<file path="src/rtl/vec_irq_port.sv">
module vec_irq_port #(
  parameter int DW   = 8,
  parameter int IDXW = 4
) (
  input  logic          clk,
  input  logic          rst_n,
  input  logic          in_load,
  input  logic [DW-1:0] in_data,
  input  logic          rd_en,
  output logic [DW-1:0] rd_data,
  input  logic          cfg_we,
  input  logic          cfg_sel,
  input  logic [DW-1:0] cfg_wdata,
  input  logic          inta,
  output logic          irq,
  output logic          overrun,
  output logic [DW-1:0] bus_data,
  output logic          bus_oe
);

  localparam int PADW = DW - IDXW;

  logic [DW-1:0] data_q;
  logic [DW-1:0] vec_q;
  logic          mode_q;
  logic          irq_q;
  logic          ovr_q;

  always_ff @(posedge clk or negedge rst_n) begin
    if (!rst_n) begin
      data_q <= '0;
      irq_q  <= 1'b0;
      ovr_q  <= 1'b0;
    end else begin
      if (in_load) data_q <= in_data;
      if (in_load) irq_q <= 1'b1;
      else if (rd_en) irq_q <= 1'b0;
      if (rd_en) ovr_q <= 1'b0;
      else if (in_load && irq_q) ovr_q <= 1'b1;
    end
  end

  always_ff @(posedge clk or negedge rst_n) begin
    if (!rst_n) begin
      vec_q  <= '0;
      mode_q <= 1'b0;
    end else if (cfg_we) begin
      if (cfg_sel) mode_q <= cfg_wdata[0];
      else         vec_q  <= cfg_wdata;
    end
  end

  logic [DW-1:0] vec_out;
  assign vec_out  = mode_q ? {{PADW{1'b0}}, vec_q[IDXW-1:0]} : vec_q;
  assign bus_oe   = inta;
  assign bus_data = inta ? vec_out : '0;
  assign rd_data  = data_q;
  assign irq      = irq_q;
  assign overrun  = ovr_q;


  load_raises_irq_chk: assert property (@(posedge clk) disable iff (!rst_n)
    in_load |=> (irq && rd_data == $past(in_data)));


  ack_keeps_irq_chk: assert property (@(posedge clk) disable iff (!rst_n)
    (irq && inta && !rd_en) |=> irq);


  read_clears_chk: assert property (@(posedge clk) disable iff (!rst_n)
    (rd_en && !in_load) |=> (!irq && !overrun));


  overrun_set_chk: assert property (@(posedge clk) disable iff (!rst_n)
    (in_load && irq && !rd_en) |=> overrun);


  cfg_hold_chk: assert property (@(posedge clk) disable iff (!rst_n)
    !cfg_we |=> ($stable(vec_q) && $stable(mode_q)));

endmodule

</file>
<file path="config.mk">
export PLATFORM = sky130hd
export DESIGN_NAME = vec_irq_port
export DESIGN_NICKNAME = d
export VERILOG_FILES = /design/src/rtl/vec_irq_port.sv
export SDC_FILE = /design/constraint.sdc
export NUM_CORES = 1
export LEC_CHECK = 0
export BUFFER_PORTS_ARGS = -buffer_cell sky130_fd_sc_hd__clkbuf_2
export CORE_MARGIN = 8
export CORE_UTILIZATION = 25
export DETAILED_ROUTE_END_ITERATION = 6
export GPL_ROUTABILITY_DRIVEN = 1
export SYNTH_ARGS = -nofsm -noshare
export SYNTH_HDL_FRONTEND = slang
export SYNTH_SLANG_ARGS = --single-unit
</file>
<file path="constraint.sdc">
create_clock -name clk -period 1.04 [get_ports clk]
set_input_delay 0.208 -clock clk [delete_from_list [all_inputs] [get_ports clk]]
set_output_delay 0.208 -clock clk [all_outputs]
set_load 0.03 [all_outputs]
</file>
After elaboration in Yosys (flattened, before gate mapping)
Cells that the tools add are included.
{ "word_totals": {"reg_bits": 19, "latchBits": 0, "ramBits": 0, "rom_bits": 0, "input_bits": 23, "output_inout_bits": 19, "word_cells": 17, "memories": 0} }
{ "classes": {"add_sub_neg": 0, "n_mul": 0, "div_mod_pow": 0, "magnitude_cmp": 0, "n_eq_ne": 0, "shift": 0, "mux": 6, "n_bitwise": 1, "n_reduce_logical": 5} }
{ "ops": {"columns": ["op", "n"], "rows": [
  ["8-bit two-way mux", 2],
  ["1-bit two-way mux", 4],
  ["2-bit AND reduction", 2],
  ["2-bit nonzero test", 2],
  ["1-bit logical AND", 1],
  ["1-bit inverter", 1]
]} }

Logic depth before layout (Yosys ltp)
Gate-level depths: netlist of run 1.
{ "depth": {"ltp_word": 3, "depth_mapped": 3, "depth_no_buf": 2} }

Least setup slack after synthesis of run 1
Ideal clock, no wire load.
{ "synth_path": {"path_kind": "register to output", "start": "register mode_q", "end": "output port bus_data[4]", "arrival_ns": 0.814, "required_ns": 0.832, "path_slack_ns": 0.018, "stages_incl_launch_ff": 3, "n_path_buf": 0, "path_cell_list": "dfrtp_1 nor2b_1 and2_1"} }
{ "synth_via": {"elab_chain_len": 2} }
{ "synth_lines": {"columns": ["item", "line", "rtl"], "rows": [
  ["start, declared", "25", "logic mode_q;"],
  ["start signal, assigned", "48", "if (cfg_sel) mode_q <= cfg_wdata[0];"],
  ["8-bit two-way mux", "54", "assign vec_out = mode_q ? {{PADW{1'b0}}, vec_q[IDXW-1:0]} : vec_q;"],
  ["8-bit two-way mux", "56", "assign bus_data = inta ? vec_out : '0;"],
  ["end, declared", "17", "output logic [DW-1:0] bus_data,"]
]} }
Every way passes these cells.

Worst setup path in the final report of run 1
{ "layout_path": {"start": "register mode_q", "end": "output port bus_data[6]"} }
Same word-level chain as after synthesis.

==> results of run 1 <==
worst paths after layout:
| check | cells after the start | to | slack, ns | startpoint |
|---|---|---|---|---|
| max | 3 | bus_data[6] | -0.31 | mode_q |
| min in group asynchronous | 2 | vec_q[2] | 0.40 | rst_n |
| min | 2 | overrun | 0.08 | rd_en |
| min reg2reg | 1 | vec_q[3] | 0.52 | vec_q[3] |
| max reg2reg | 3 | vec_q[1] | 0.03 | vec_q[1] |
| max in group asynchronous | 2 | vec_q[0] | 0.32 | rst_n |
sequential cells by signal, indices dropped and copies added, names as in the netlist:
signal	cells
vec_q	8
rd_data	8
overrun	1
irq	1
mode_q	1
metrics by stage:
step                util [%]  worst slack, ns
global route            44.2           -0.385
global placement        35.0          -0.0363
finish                  44.2           -0.309
CTS                     42.2           -0.334
detailed placement      35.0          -0.0632
floorplan                  -           0.0176
cells by family after synthesis:
group / after synthesis / share of synthesized area (%)
muxes: 17 / 27.2
and+or+nand+nor: 12 / 9.52
buffers and inverters: 4 / 3.38
DFF: 19 / 58.4
AOI/OAI and AO/OA: 2 / 1.54
power by group through the flow:
stage / Sequential [mW] / Clock (mW) / Combinational, mW
detailed placement: 0.884 / 0 / 0.457
global placement: 0.884 / 0 / 0.447
CTS: 0.883 / 0.398 / 0.592
finish: 0.895 / 0.367 / 0.656
global route: 0.904 / 0.431 / 0.693
floorplan: 0.950 / 0 / 0.230
critical path, cell delays in order (launching register included):
cell and delay, ns:
dfrtp_1 0.42, nor2b_4 0.15, and2_4 0.16, buf_8 0.12
cells in the final DEF, fill, tap and decap left out, types with 2 or more instances in the layout:
master,instances
and2_4,8
clkbuf_4,3
buf_8,18
nor2b_4,2
mux2_4,8
buf_4,6
mux2_2,9
clkbuf_2,23
dfrtp_1,19
layer usage:
layer	vias up	GRT usage, %
li1	280	-
met1	272	7.28
met2	35	13.2
met3	2	5.36
met4	0	2.00
met5	-	0
layout make-up:
type,count,area (µm²),share of cell area [%]
inverter,1,3.75,0.276
clock buffer,4,26.3,1.93
timing repair buffer,49,460,33.9
sequential,19,475,35.0
multi-input combinational,31,339,24.9
tap,44,55.1,4.05
timing repair:
item,4_1_cts,5_1_grt
setup buffers,2,3
resized for setup,41,23
endpoints found under the hold margin,19,0
pin swaps,8,3
endpoints found under the setup margin,18,18
hold buffers,1,0
==> results.sh, run 1 <==
export IMPL_status="finished with violations"
export IMPL_violations="negative setup slack"
export IMPL_async_flop_share_pct=100
export IMPL_grt_max_degree=20
export IMPL_drc=0
export IMPL_grt_overflow=0
export IMPL_pin_count=42
export IMPL_finalNonFillerCells=148
export IMPL_htree_levels=1
export IMPL_globalplace_congestion=0.645
export IMPL_grt_total_usage_pct=7.71
export IMPL_p_switching_mw=0.554
export IMPL_finalCritPeriodShare_pct=130
export IMPL_power_density_mw_per_mm2=1410
export IMPL_leakagePower_nw=0.670
export IMPL_clock_skew_ns=0.0000603
export IMPL_grt_setup_unrepaired="true"
export IMPL_syn_nets=77
export IMPL_synth_area_top_cells="dfrtp_1, mux2_4, mux2_2, and2_1, nor2b_4"
export IMPL_required_ns=0.83
export IMPL_wl_per_cell_um=13.1
export IMPL_dp_cells=138
export IMPL_start_util_pct=26.5
export IMPL_synth_area_per_cell_um2=15.1
export IMPL_wl_met1_um=746
export IMPL_crit_fanout=4
export IMPL_place_port_buffers=41
export IMPL_hold_violations=0
export IMPL_clock_latency_ns=0.29
export IMPL_yosysSeqAreaShare_pct=58.4
export IMPL_die_x_um=73.1
export IMPL_totalPowerFinal_mw=1.92
export IMPL_final_min_clock_period_ns=1.35
export IMPL_ys_flop_type="dfrtp_1"
export IMPL_combPwrFrac_pct=34.2
export IMPL_clk_path_buf_depth=2
export IMPL_cp_start_kind="flop"
export IMPL_crit_type="flop to output pin"
export IMPL_syn_inst=54
export IMPL_synth_edf_count=0
export IMPL_final_area_mm2=0.00136
export IMPL_worstPathArrival_ns=1.14
export IMPL_syn2layout_area_growth_pct=67.0
export IMPL_yosys_warnings=0
export IMPL_numCtsBuffers=3
export IMPL_die_y_um=73.1
export IMPL_dr_max_layer_used="met4"
export IMPL_grt_antenna_before_repair=0
export IMPL_synth_top_cell_by_area="dfrtp_1"
export IMPL_p_sw_share_pct=28.9
export IMPL_synth_most_common_cell="dfrtp_1"
export IMPL_worst_pin_slew_ns=0.470
export IMPL_cts_root_buffer="clkbuf_4"
export IMPL_vias=589
export IMPL_grt_pass1_wl_um=3150
export IMPL_p_int_mw=1.36
export IMPL_fin_ws_ns=-0.309
export IMPL_min_path_type="primary input to flop"
export IMPL_holdWs_ns=0.0849
export IMPL_synth_top_area_share_pct=58.4
export IMPL_antenna_left=0
export IMPL_fmax_mhz=741
export IMPL_ys_ff_latch=19
export IMPL_via_per_inst=3.98
export IMPL_wl_met2_um=914
export IMPL_wl_met3_um=264
export IMPL_dr_pass1_iters=3
export IMPL_drv_slew=0
export IMPL_num_rows=20
export IMPL_cts_tree="done"
export IMPL_cp_end_kind="output pin"
export IMPL_placed_area_mm2=0.00108
export IMPL_fin_setup_tns_ns=-1.89
export IMPL_clkPwrFrac_pct=19.1
export IMPL_routed_wirelength_um=1930
export IMPL_first_global_vias=686
export IMPL_antenna_cells=0
export IMPL_setup_violations=18
export IMPL_yosysUniqueCellTypes=14
export IMPL_clkTransAtPathRegs_ns=0.10
export IMPL_fillCellCount=285
export IMPL_ir_worst_vdd_uv=607
export IMPL_core_area_mm2=0.00308
export IMPL_die_area_mm2=0.00534
export IMPL_cts_sinks=19
export IMPL_yosys_top_cells_count="dfrtp_1, mux2_2, and2_1, mux2_4"
export IMPL_drive_gt1_share_pct=75.0
export IMPL_max_cap_violations=0
export IMPL_netlist_area_um2=815
export IMPL_finalNetCount=128
export IMPL_first_iter_violations=14
export IMPL_slew_headroom_pct=68.7
export IMPL_seqPwrFrac_pct=46.7
No activity file was read; power rests on OpenSTA's default activity.
==> run 2, diff against run 1 <==
--- a/config.mk
+++ b/config.mk
@@ -6,7 +6,7 @@
 export NUM_CORES = 1
 export LEC_CHECK = 0
 export BUFFER_PORTS_ARGS = -buffer_cell sky130_fd_sc_hd__clkbuf_2
-export CORE_MARGIN = 8
+export CORE_MARGIN = 4
 export CORE_UTILIZATION = 25
 export DETAILED_ROUTE_END_ITERATION = 6
 export GPL_ROUTABILITY_DRIVEN = 1
==> run 2 against run 1 <==
  * The run still ends with negative setup slack left
  * Non-clock buffer count up 2
  * Routed wire length shrank 6.3%
  * Largest power group unchanged
  * Critical path type unchanged
  * Worst hold slack is essentially flat
  * Highest routed layer unchanged
  * Final area grew 1.2%
  * Critical endpoint is now bus_data[7]
==> results.sh, run 2 (synthesis results as in run 1) <==
export IMPL_holdPathEnd="overrun"
export IMPL_clk_path_buf_depth=2
export IMPL_grt_max_degree=20
export IMPL_place_port_buffers=41
export IMPL_clkTransAtPathRegs_ns=0.10
export IMPL_worst_pin_slew_ns=0.458
export IMPL_reg2reg_depth=4
export IMPL_clock_skew_ns=0.0000362
export IMPL_cts_tree="done"
export IMPL_cp_start_kind="flop"
export IMPL_cts_root_buffer="clkbuf_4"
export IMPL_die_y_um=65.1
export IMPL_finalNonFillerCells=150
export IMPL_r2r_slack_ns=0.09
export IMPL_slew_headroom_pct=69.5
export IMPL_crit_type="flop to output pin"
export IMPL_numCtsBuffers=3
export IMPL_globalplace_congestion=0.706
export IMPL_fin_ws_ns=-0.306
export IMPL_leakagePower_nw=0.682
export IMPL_grt_pass1_wl_um=3060
export IMPL_grt_antenna_before_repair=0
export IMPL_reg2reg_to="overrun"
export IMPL_power_density_mw_per_mm2=1390
export IMPL_htree_levels=1
export IMPL_hpwl_um=1260
export IMPL_setup_violations=18
export IMPL_clkPwrFrac_pct=18.4
export IMPL_seqPwrFrac_pct=46.9
export IMPL_pin_count=42
export IMPL_finalCritPeriodShare_pct=129
export IMPL_die_x_um=65.1
export IMPL_fin_setup_tns_ns=-1.75
export IMPL_drc=0
export IMPL_crit_fanout=4
export IMPL_cts_sinks=19
export IMPL_placed_area_mm2=0.00108
export IMPL_violations="negative setup slack"
export IMPL_start_util_pct=26.5
export IMPL_antenna_left=0
export IMPL_fin_util_pct=44.7
export IMPL_hold_violations=0
export IMPL_die_area_mm2=0.00424
export IMPL_routed_wirelength_um=1810
export IMPL_dp_cells=138
export IMPL_final_min_clock_period_ns=1.35
export IMPL_status="finished with violations"
export IMPL_p_int_mw=1.36
export IMPL_dr_pass1_iters=4
export IMPL_hold_path_cell_count=2
export IMPL_worstPathArrival_ns=1.14
export IMPL_vias=621
export IMPL_required_ns=0.83
export IMPL_final_area_mm2=0.00138
export IMPL_hp_start="rd_en"
export IMPL_clock_latency_ns=0.28
export IMPL_drv_slew=0
export IMPL_first_global_vias=671
export IMPL_via_per_inst=4.14
export IMPL_p_sw_share_pct=28.7
export IMPL_num_rows=20
export IMPL_antenna_cells=0
export IMPL_finalNetCount=130
export IMPL_max_cap_violations=0
export IMPL_grt_total_usage_pct=9.42
export IMPL_combPwrFrac_pct=34.7
export IMPL_p_switching_mw=0.548
export IMPL_syn2layout_area_growth_pct=69.0
export IMPL_r2r_start="irq"
export IMPL_layout_commonest_cell="clkbuf_2"
export IMPL_core_area_mm2=0.00308
export IMPL_wl_per_cell_um=12.1
export IMPL_drive_gt1_share_pct=76.4
export IMPL_cp_end_kind="output pin"
export IMPL_first_iter_violations=10
export IMPL_grt_setup_unrepaired="true"
export IMPL_ir_worst_vdd_uv=655
export IMPL_totalPowerFinal_mw=1.91
export IMPL_fmax_mhz=743
export IMPL_final_cell_mix="clkbuf_2, dfrtp_1, buf_8"
export IMPL_grt_overflow=0
export IMPL_min_path_type="primary input to flop"
## run 2: power by group through the flow
stage | registers, mW | logic [mW] | clock network, mW
6_report | 0.895 | 0.663 | 0.352
5_1_grt | 0.906 | 0.702 | 0.420
4_1_cts | 0.880 | 0.572 | 0.386
3_5_place_dp | 0.885 | 0.453 | 0
3_3_place_gp | 0.883 | 0.445 | 0
2_1_floorplan | 0.950 | 0.230 | 0
## run 2: metal layers
metal / track usage, % / up-vias / wire, µm
li1: - / 284 / -
met1: 11.0 / 303 / 695
met2: 15.5 / 32 / 895
met3: 4.68 / 2 / 208
met4: 2.33 / 0 / 13
met5: 0 / - / 0
## run 2: area by class of cell
cell class | count | area, µm²
Fill cell | 289 | 1700
Tap cell | 44 | 55.1
Sequential cell | 19 | 475
Clock inverter | 1 | 5.00
Inverter | 1 | 3.75
Timing Repair Buffer | 51 | 475
Clock buffer | 3 | 22.5
Multi-Input combinational cell | 31 | 339
## run 2: repair_timing
action                     4_1_cts  5_1_grt
resized for setup               39       25
hold endpoints to repair        19        0
setup endpoints to repair       18       18
buffers inserted                 1        6
pin swaps                        5        3
hold buffers                     1        0
## run 2: metrics by stage
stage               worst slack (ns)  hold WS [ns]
global placement             -0.0324         0.188
CTS                           -0.320        0.0561
detailed placement           -0.0484         0.192
floorplan                     0.0176       -0.0876
finish                        -0.306        0.0848
global route                  -0.371        0.0638
## run 2: worst max path at each step
| stage | depth (start not counted) | from | endpoint | slack [ns] |
|---|---|---|---|---|
| floorplan | 2 | mode_q | bus_data[4] | 0.02 |
| global placement | 3 | mode_q | bus_data[6] | -0.03 |
| detailed placement | 3 | mode_q | bus_data[4] | -0.05 |
| CTS | 3 | mode_q | bus_data[4] | -0.32 |
| global route | 3 | mode_q | bus_data[7] | -0.37 |
| finish | 3 | mode_q | bus_data[7] | -0.31 |
## run 2: critical path: stages (launching register included)
cell     delay (ns)
dfrtp_1        0.42
nor2b_4        0.15
and2_4         0.17
buf_8          0.12
==> run 3, diff against run 2 <==
--- a/config.mk
+++ b/config.mk
@@ -10,6 +10,7 @@
 export CORE_UTILIZATION = 25
 export DETAILED_ROUTE_END_ITERATION = 6
 export GPL_ROUTABILITY_DRIVEN = 1
+export SETUP_SLACK_MARGIN = 0.15
 export SYNTH_ARGS = -nofsm -noshare
 export SYNTH_HDL_FRONTEND = slang
 export SYNTH_SLANG_ARGS = --single-unit
==> run 3 against run 2 <==
  * Register-to-register slack gained 0.04 ns
  * Flip-flop and latch count is the same
  * Critical path depth is the same
  * Sequential share of layout area grew 0.71 points
  * Routed wire length shrank 0.39%
  * Core utilization shrank 0.89 points
  * Largest power group unchanged
  * First-iteration DRC count grew 90%
  * The flow still finishes with violations (negative setup slack)
==> results.sh, run 3 (synthesis results as in run 1) <==
export IMPL_status="finished with violations"
export IMPL_violations="negative setup slack"
export IMPL_clkTransAtPathRegs_ns=0.11
export IMPL_wl_per_cell_um=12.2
export IMPL_grt_pass1_wl_um=2930
export IMPL_pre_cts_ws_ns=-0.0694
export IMPL_slew_headroom_pct=68.8
export IMPL_cp_end_kind="output pin"
export IMPL_crit_chain="nor2b_4, and2_4, buf_8"
export IMPL_fin_setup_tns_ns=-1.94
export IMPL_crit_type="flop to output pin"
export IMPL_drv_slew=0
export IMPL_hp_start="rd_en"
export IMPL_wl_met1_um=752
export IMPL_fin_ws_ns=-0.310
export IMPL_dr_max_layer_used="met3"
export IMPL_power_density_mw_per_mm2=1410
export IMPL_grt_total_usage_pct=9.03
export IMPL_reg2reg_to="rd_data[1]"
export IMPL_fillCellCount=279
export IMPL_setup_violations=18
export IMPL_r2r_slack_ns=0.13
export IMPL_pin_count=42
export IMPL_numCtsBuffers=3
export IMPL_syn2layout_area_growth_pct=65.6
export IMPL_clock_latency_ns=0.29
export IMPL_dr_pass1_iters=3
export IMPL_crit_fanout=4
export IMPL_critPathSlowestCell="dfrtp_1"
export IMPL_cp_top_family="flip-flops"
export IMPL_holdPathEnd="overrun"
export IMPL_clock_skew_ns=0.0000963
export IMPL_start_util_pct=26.5
export IMPL_first_iter_violations=19
export IMPL_r2r_start="rd_data[1]"
export IMPL_worst_pin_slew_ns=0.468
export IMPL_grt_max_degree=20
export IMPL_hpwl_um=1250
export IMPL_antenna_left=0
export IMPL_grt_antenna_before_repair=0
export IMPL_cts_sinks=19
export IMPL_worstPathArrival_ns=1.14
export IMPL_cp_start_kind="flop"
export IMPL_place_port_buffers=41
export IMPL_cpPeakStageDelay_ns=0.42
export IMPL_crit_buf_inv=1
export IMPL_grt_setup_unrepaired="true"
export IMPL_hold_violations=0
export IMPL_fmax_mhz=741
export IMPL_wl_met3_um=209
export IMPL_antenna_cells=0
export IMPL_num_rows=20
export IMPL_drc=0
export IMPL_cts_root_buffer="clkbuf_4"
export IMPL_wl_met2_um=843
export IMPL_first_global_vias=657
export IMPL_leakagePower_nw=0.669
export IMPL_clk_path_buf_depth=2
export IMPL_holdWs_ns=0.0806
export IMPL_min_path_type="primary input to flop"
export IMPL_placed_area_mm2=0.00109
export IMPL_final_area_mm2=0.00135
export IMPL_htree_levels=1
export IMPL_die_area_mm2=0.00424
export IMPL_hold_path_cell_count=2
export IMPL_die_x_um=65.1
export IMPL_cts_tree="done"
export IMPL_reg2reg_depth=2
export IMPL_drive_gt1_share_pct=76.0
export IMPL_routed_wirelength_um=1810
export IMPL_ir_worst_vdd_uv=758
export IMPL_finalCritPeriodShare_pct=130
export IMPL_globalplace_congestion=0.668
export IMPL_grt_overflow=0
export IMPL_layout_commonest_cell="clkbuf_2"
export IMPL_finalNetCount=128
export IMPL_max_cap_violations=0
export IMPL_totalPowerFinal_mw=1.90
export IMPL_required_ns=0.83
export IMPL_vias=583
export IMPL_core_area_mm2=0.00308
export IMPL_final_min_clock_period_ns=1.35
export IMPL_final_cell_mix="clkbuf_2, dfrtp_1, buf_8"
export IMPL_via_per_inst=3.94
export IMPL_die_y_um=65.1
[run 3: worst max-delay path by stage]
stage | slack [ns] | end | depth (start not counted) | startpoint
floorplan | 0.12 | bus_data[4] | 2 | mode_q
global placement | -0.06 | bus_data[6] | 3 | mode_q
detailed placement | -0.07 | bus_data[5] | 3 | mode_q
CTS | -0.37 | bus_data[5] | 3 | mode_q
global route | -0.38 | bus_data[4] | 3 | mode_q
finish | -0.31 | bus_data[4] | 3 | mode_q
[run 3: what timing repair did]
action                                 4_1_cts  5_1_grt
endpoints found under the hold margin       19        0
hold buffers                                 1        0
gates resized for setup                     39       20
setup endpoints to repair                   18       19
cloned                                       0        0
pin swaps                                    4        4
buffers inserted                             2        2
[run 3: area by class of cell]
| class | instances | area [µm²] | area share, % |
|---|---|---|---|
| flip-flops and latches | 19 | 475 | 35.3 |
| repair buffers | 49 | 448 | 33.2 |
| well taps | 44 | 55.1 | 4.08 |
| clock buffers | 3 | 22.5 | 1.67 |
| inverters | 1 | 3.75 | 0.278 |
| multi-input cells | 31 | 339 | 25.1 |
| clock inverters | 1 | 5.00 | 0.371 |
[run 3: through the flow]
step / cells / util (%)
after floorplan: 54 / -
after global placement: 139 / 35.3
after detailed placement: 139 / 35.3
after CTS: 146 / 42.4
after global routing: 148 / 43.8
final: 148 / 43.8
[run 3: layer usage]
metal  global-route usage [%]  vias to the layer above
li1                         -                      279
met1                     10.8                      265
met2                     15.2                       39
met3                     4.51                        0
met4                    0.777                        0
met5                        0                        -
[run 3: power by group]
group	switching, mW	total, mW	internal, mW
registers	0.0688	0.896	0.827
clock network	0.221	0.364	0.143
logic	0.265	0.637	0.372
